**src/rtl/ctu_pkg.sv**
```systemverilog
`timescale 1ns/1ps
package ctu_pkg;
  localparam int INSTR_W = 16;
  localparam int ADDR_W  = 16;
  localparam int OFF_W   = 11;
  localparam int VEC_W   = 8;
  localparam int RIDX_W  = 3;
  localparam int OPC_W   = 4;

  localparam logic [OPC_W-1:0]  OPC_CALL = 4'b0100;
  localparam logic [OPC_W-1:0]  OPC_JMP  = 4'b1100;
  localparam logic [OPC_W-1:0]  OPC_TRAP = 4'b1111;
  localparam logic [RIDX_W-1:0] LINK_REG = 3'd7;

  typedef enum logic [1:0] {
    TGT_REL = 2'd0,
    TGT_REG = 2'd1,
    TGT_VEC = 2'd2
  } tgtSel_e;

  typedef enum logic {
    ST_IDLE     = 1'b0,
    ST_VEC_WAIT = 1'b1
  } ctuState_e;

  typedef struct packed {
    logic    pcWe;
    logic    linkWe;
    logic    memReq;
    logic    illegal;
    tgtSel_e tgtSel;
  } xferStrobe_t;
endpackage

```
**src/rtl/ctu_control.sv**
```systemverilog
`timescale 1ns/1ps
module ctu_control
  import ctu_pkg::*;
(
  input  logic               clk,
  input  logic               rstN,
  input  logic               instrValid,
  input  logic [INSTR_W-1:0] instr,
  output xferStrobe_t        strobe,
  output logic               busy
);
  localparam int OPC_LSB = INSTR_W - OPC_W;

  ctuState_e state, stateNext;
  logic [OPC_W-1:0] opcode;
  logic isRelCall, isRegCall, isReturn, isTrap;

  assign opcode = instr[INSTR_W-1:OPC_LSB];

  always_comb begin
    isRelCall = (opcode == OPC_CALL) && instr[11];
    isRegCall = (opcode == OPC_CALL) && !instr[11] && (instr[10:9] == 2'b00)
                && (instr[5:0] == 6'd0);
    isReturn  = (opcode == OPC_JMP) && (instr[11:9] == 3'd0)
                && (instr[8:6] == LINK_REG) && (instr[5:0] == 6'd0);
    isTrap    = (opcode == OPC_TRAP) && (instr[11:VEC_W] == '0);
  end

  always_comb begin
    strobe    = '{pcWe: 1'b0, linkWe: 1'b0, memReq: 1'b0, illegal: 1'b0, tgtSel: TGT_REL};
    stateNext = state;
    if (state == ST_VEC_WAIT) begin
      strobe.pcWe   = 1'b1;
      strobe.tgtSel = TGT_VEC;
      stateNext     = ST_IDLE;
    end else if (instrValid) begin
      if (isRelCall) begin
        strobe.pcWe   = 1'b1;
        strobe.linkWe = 1'b1;
        strobe.tgtSel = TGT_REL;
      end else if (isRegCall) begin
        strobe.pcWe   = 1'b1;
        strobe.linkWe = 1'b1;
        strobe.tgtSel = TGT_REG;
      end else if (isReturn) begin
        strobe.pcWe   = 1'b1;
        strobe.tgtSel = TGT_REG;
      end else if (isTrap) begin
        strobe.linkWe = 1'b1;
        strobe.memReq = 1'b1;
        stateNext     = ST_VEC_WAIT;
      end else begin
        strobe.illegal = 1'b1;
      end
    end
  end

  always_ff @(posedge clk or negedge rstN) begin
    if (!rstN) state <= ST_IDLE;
    else       state <= stateNext;
  end

  assign busy = (state == ST_VEC_WAIT);
endmodule

```
**src/rtl/ctu_datapath.sv**
```systemverilog
`timescale 1ns/1ps
module ctu_datapath
  import ctu_pkg::*;
(
  input  xferStrobe_t       strobe,
  input  logic [OFF_W-1:0]  offField,
  input  logic [RIDX_W-1:0] baseField,
  input  logic [VEC_W-1:0]  vecField,
  input  logic [ADDR_W-1:0] pcInc,
  input  logic [ADDR_W-1:0] regRdData,
  input  logic [ADDR_W-1:0] memRdData,
  output logic [RIDX_W-1:0] regRdAddr,
  output logic [ADDR_W-1:0] memRdAddr,
  output logic [ADDR_W-1:0] nextPc,
  output logic [ADDR_W-1:0] linkData
);
  localparam int EXT_W = ADDR_W - OFF_W;
  localparam int PAD_W = ADDR_W - VEC_W;

  logic [ADDR_W-1:0] offExt;
  logic [ADDR_W-1:0] relTarget;

  generate
    if (EXT_W > 0) begin : g_sext
      assign offExt = {{EXT_W{offField[OFF_W-1]}}, offField};
    end else begin : g_nosext
      assign offExt = offField[ADDR_W-1:0];
    end
  endgenerate

  assign relTarget = pcInc + offExt;
  assign regRdAddr = baseField;
  assign memRdAddr = {{PAD_W{1'b0}}, vecField};
  assign linkData  = pcInc;

  always_comb begin
    unique case (strobe.tgtSel)
      TGT_REG: nextPc = regRdData;
      TGT_VEC: nextPc = memRdData;
      default: nextPc = relTarget;
    endcase
  end
endmodule

```
**src/rtl/ctrl_xfer_unit.sv**
```systemverilog
`timescale 1ns/1ps
module ctrl_xfer_unit
  import ctu_pkg::*;
(
  input  logic                clk,
  input  logic                rstN,
  input  logic                instrValid,
  input  logic [INSTR_W-1:0]  instr,
  input  logic [ADDR_W-1:0]   pcInc,
  input  logic [ADDR_W-1:0]   regRdData,
  input  logic [ADDR_W-1:0]   memRdData,
  output logic [RIDX_W-1:0]   regRdAddr,
  output logic                memRdReq,
  output logic [ADDR_W-1:0]   memRdAddr,
  output logic                pcWe,
  output logic [ADDR_W-1:0]   nextPc,
  output logic                linkWe,
  output logic [ADDR_W-1:0]   linkData,
  output logic                illegal,
  output logic                busy
);
  xferStrobe_t strobe;

  ctu_control u_control (
    .clk        (clk),
    .rstN       (rstN),
    .instrValid (instrValid),
    .instr      (instr),
    .strobe     (strobe),
    .busy       (busy)
  );

  ctu_datapath u_datapath (
    .strobe     (strobe),
    .offField   (instr[OFF_W-1:0]),
    .baseField  (instr[8:6]),
    .vecField   (instr[VEC_W-1:0]),
    .pcInc      (pcInc),
    .regRdData  (regRdData),
    .memRdData  (memRdData),
    .regRdAddr  (regRdAddr),
    .memRdAddr  (memRdAddr),
    .nextPc     (nextPc),
    .linkData   (linkData)
  );

  assign pcWe     = strobe.pcWe;
  assign linkWe   = strobe.linkWe;
  assign memRdReq = strobe.memReq;
  assign illegal  = strobe.illegal;
endmodule

```
**config.mk**
```make
export PLATFORM = sky130hd
export DESIGN_NAME = ctrl_xfer_unit
export DESIGN_NICKNAME = d
export VERILOG_FILES = /design/src/rtl/ctu_pkg.sv /design/src/rtl/ctu_control.sv /design/src/rtl/ctu_datapath.sv /design/src/rtl/ctrl_xfer_unit.sv
export SDC_FILE = /design/constraint.sdc
export NUM_CORES = 1
export LEC_CHECK = 0
export BUFFER_PORTS_ARGS = -buffer_cell sky130_fd_sc_hd__buf_2
export CORE_MARGIN = 2
export CORE_UTILIZATION = 40
export CTS_BUF_LIST = sky130_fd_sc_hd__clkbuf_4 sky130_fd_sc_hd__clkbuf_8
export CTS_CLUSTER_DIAMETER = 80
export CTS_CLUSTER_SIZE = 20
export DETAILED_ROUTE_END_ITERATION = 8
export PLACE_DENSITY = 0.79
export SLEW_MARGIN = 20
export SYNTH_ARGS = -nofsm -noshare
export SYNTH_HDL_FRONTEND = slang
export SYNTH_SLANG_ARGS = --single-unit
```
**constraint.sdc**
```tcl
create_clock -name clk -period 3.2 [get_ports clk]
set_clock_uncertainty 0.05 [all_clocks]
set_input_delay 0.16 -clock clk [delete_from_list [all_inputs] [get_ports clk]]
set_output_delay 0.16 -clock clk [all_outputs]
set_load 0.02 [all_outputs]
```
==> results.json <==
{
  "synth_edf_count": 0,
  "via_count": 1765,
  "slew_viol_final": 0,
  "initial_core_util_pct": 41.5,
  "regToRegSetupSlack_ns": 1.71,
  "pre_cts_ws_ns": 0.636,
  "dpl-instance-area_sq_um": 1890,
  "setup_viol": 0,
  "fin_ws_ns": 0.635,
  "yosysSeqAreaShare_pct": 1.65,
  "port_buffers": 114,
  "status": "finished clean",
  "async_reset_ff_share_pct": 100,
  "finalInstanceArea_sq_um": 1900,
  "holdBufCountCts": 1,
  "wirelength_mm": 4.10,
  "worstPathArrival_ns": 2.36,
  "slew_headroom_pct": 58.8,
  "synth_commonest_cells": "buf_4, a21oi_1, ha_1, nand2_1",
  "fmax_ghz": 0.390,
  "drc": 0,
  "area_growth_pct": 24.8,
  "yosys.area.top_type": "buf_4",
  "cts_resized": 0,
  "antenna_found_initial": 0,
  "drt-pass1-iter-count": 4,
  "p_per_area_nw_per_um2": 202,
  "ys_types": 52,
  "crit_type": "input port to primary output",
  "coreArea_sq_um": 3660,
  "fillCellCount": 371,
  "dieArea_sq_um": 4310,
  "dp_hpwl_mm": 3.54,
  "clk_pin_slew_ns": 0,
  "hold_viol_final": 0,
  "yosysMostFrequentCell": "buf_4",
  "p_total_mw": 0.382,
  "clk_latency_ns": 0,
  "postCtsSetupBuffers": 0,
  "hold_path_class": "input port to async pin",
  "grt_start_max_net_pins": 23,
  "synth_area_per_cell_sq_um": 7.24,
  "worstPathMaxFanout": 3,
  "cellLeakagePower_nw": 1.01,
  "synth_area_leaders": "buf_4, ha_1, a21oi_1, o21ai_0, nand2_1",
  "irDropWorstVdd_mv": 0.0781,
  "drive_above_1_share_pct": 44.5,
  "gp_congestion": 0.937,
  "die_w_um": 65.7,
  "finalCritPeriodShare_pct": 80.2,
  "tightest_slew_ns": 0.618,
  "rows": 22,
  "cp.required_ns": 2.99,
  "die_h_um": 65.7,
  "fin_util_pct": 51.8,
  "diodes": 0,
  "critPathLaunchType": "input port",
  "period_minus_slack_ns": 2.57,
  "seq_area_sq_um": 25.0,
  "synth.top_cell.area_share_pct": 18.3,
  "grt_pass1_vias": 1539,
  "routedWlPerCell_um": 12.1,
  "vias_per_cell": 5.19,
  "rsz0062_at_grt": "no",
  "multiInputGateArea_sq_um": 1180,
  "largest_reg_flops": 1,
  "ios": 123,
  "synth-seq-cells": 1,
  "end_kind": "primary output",
  "drt-initial-drc-count": 60,
  "overflow": 0,
  "synth_warnings": 0,
  "final_nets": 377,
  "max_cap_violations": 0,
  "netlist_instances": 210,
  "grt_pass1_wl_mm": 6.51,
  "ys.flop_type": "dfrtp_1",
  "ant_nets": 0,
  "track_usage_pct": 18.2,
  "tns_ns": 0,
  "syn_area_sq_um": 1520
}
-- metal layers --
layer	track usage, %	share of wire [%]	vias up
li1	-	-	898
met1	25.0	45	785
met2	30.4	46	78
met3	2.40	8.2	4
met4	2.86	0.76	0
met5	0	0	-
-- power breakdown --
group          total (mW)  leakage (nW)  internal, mW  switching [mW]
Combinational       0.369         0.996         0.153           0.216
Clock                   0             0             0               0
Sequential         0.0130        0.0140        0.0129        0.000128
Total               0.382          1.01         0.166           0.217
-- final timing paths --
kind / startpoint / end / depth (start not counted)
max in group asynchronous: rstN / u_control.busy$_DFF_PN0_ / 2
worst max-delay path: instr[0] / nextPc[14] / 10
worst max register to register: u_control.busy$_DFF_PN0_ / u_control.busy$_DFF_PN0_ / 3
worst min-delay path: rstN / u_control.busy$_DFF_PN0_ / 2
worst min register to register: u_control.busy$_DFF_PN0_ / u_control.busy$_DFF_PN0_ / 3
min in group clk: instr[13] / u_control.busy$_DFF_PN0_ / 3
-- cells by family after synthesis --
kind of cell    Yosys count  share of synthesized area [%]
flops                     1                           1.65
compound gates           64                           29.9
simple gates             64                           23.9
fa+ha+maj                16                           13.7
xor+xnor                  6                           3.46
other cells               1                          0.247
mux                       7                           4.94
buf+inv                  51                           22.3
-- final cells by class --
class                      count  share of cell area [%]
multi-input combinational    165                    62.3
timing repair buffer         117                    31.4
tap                           48                    3.17
inverter                       9                    1.78
sequential                     1                    1.32
-- through the flow --
stage / instances / hold slack, ns
after floorplan: 217 / -0.186
after global placement: 339 / -0.116
after detailed placement: 339 / -0.113
after CTS: 340 / 0.417
after global routing: 340 / 0.449
final: 340 / 0.426
-- worst max-delay path, cell delays in order --
cell and delay, ns:
buf_2 0.12, ha_1 0.24, fa_1 0.44, a211oi_2 0.27
o211ai_1 0.14, nand2_1 0.13, o221ai_1 0.13, or4_1 0.40
and3_1 0.17, buf_2 0.15
-- layout by cell type (no fill, tap or decap), drive strengths merged, types with 3 or more instances in the layout --
cell type  count
a211oi         9
a21o           7
a21oi         15
buf          116
conb           8
ha            15
inv            9
mux2           4
mux2i          3
nand2         15
nand2b         4
nand3          6
nor2          12
nor3           8
nor4           4
o21a           3
o21ai         12
o31ai          4
xor2           4
No activity file was read; power rests on OpenSTA's default activity.
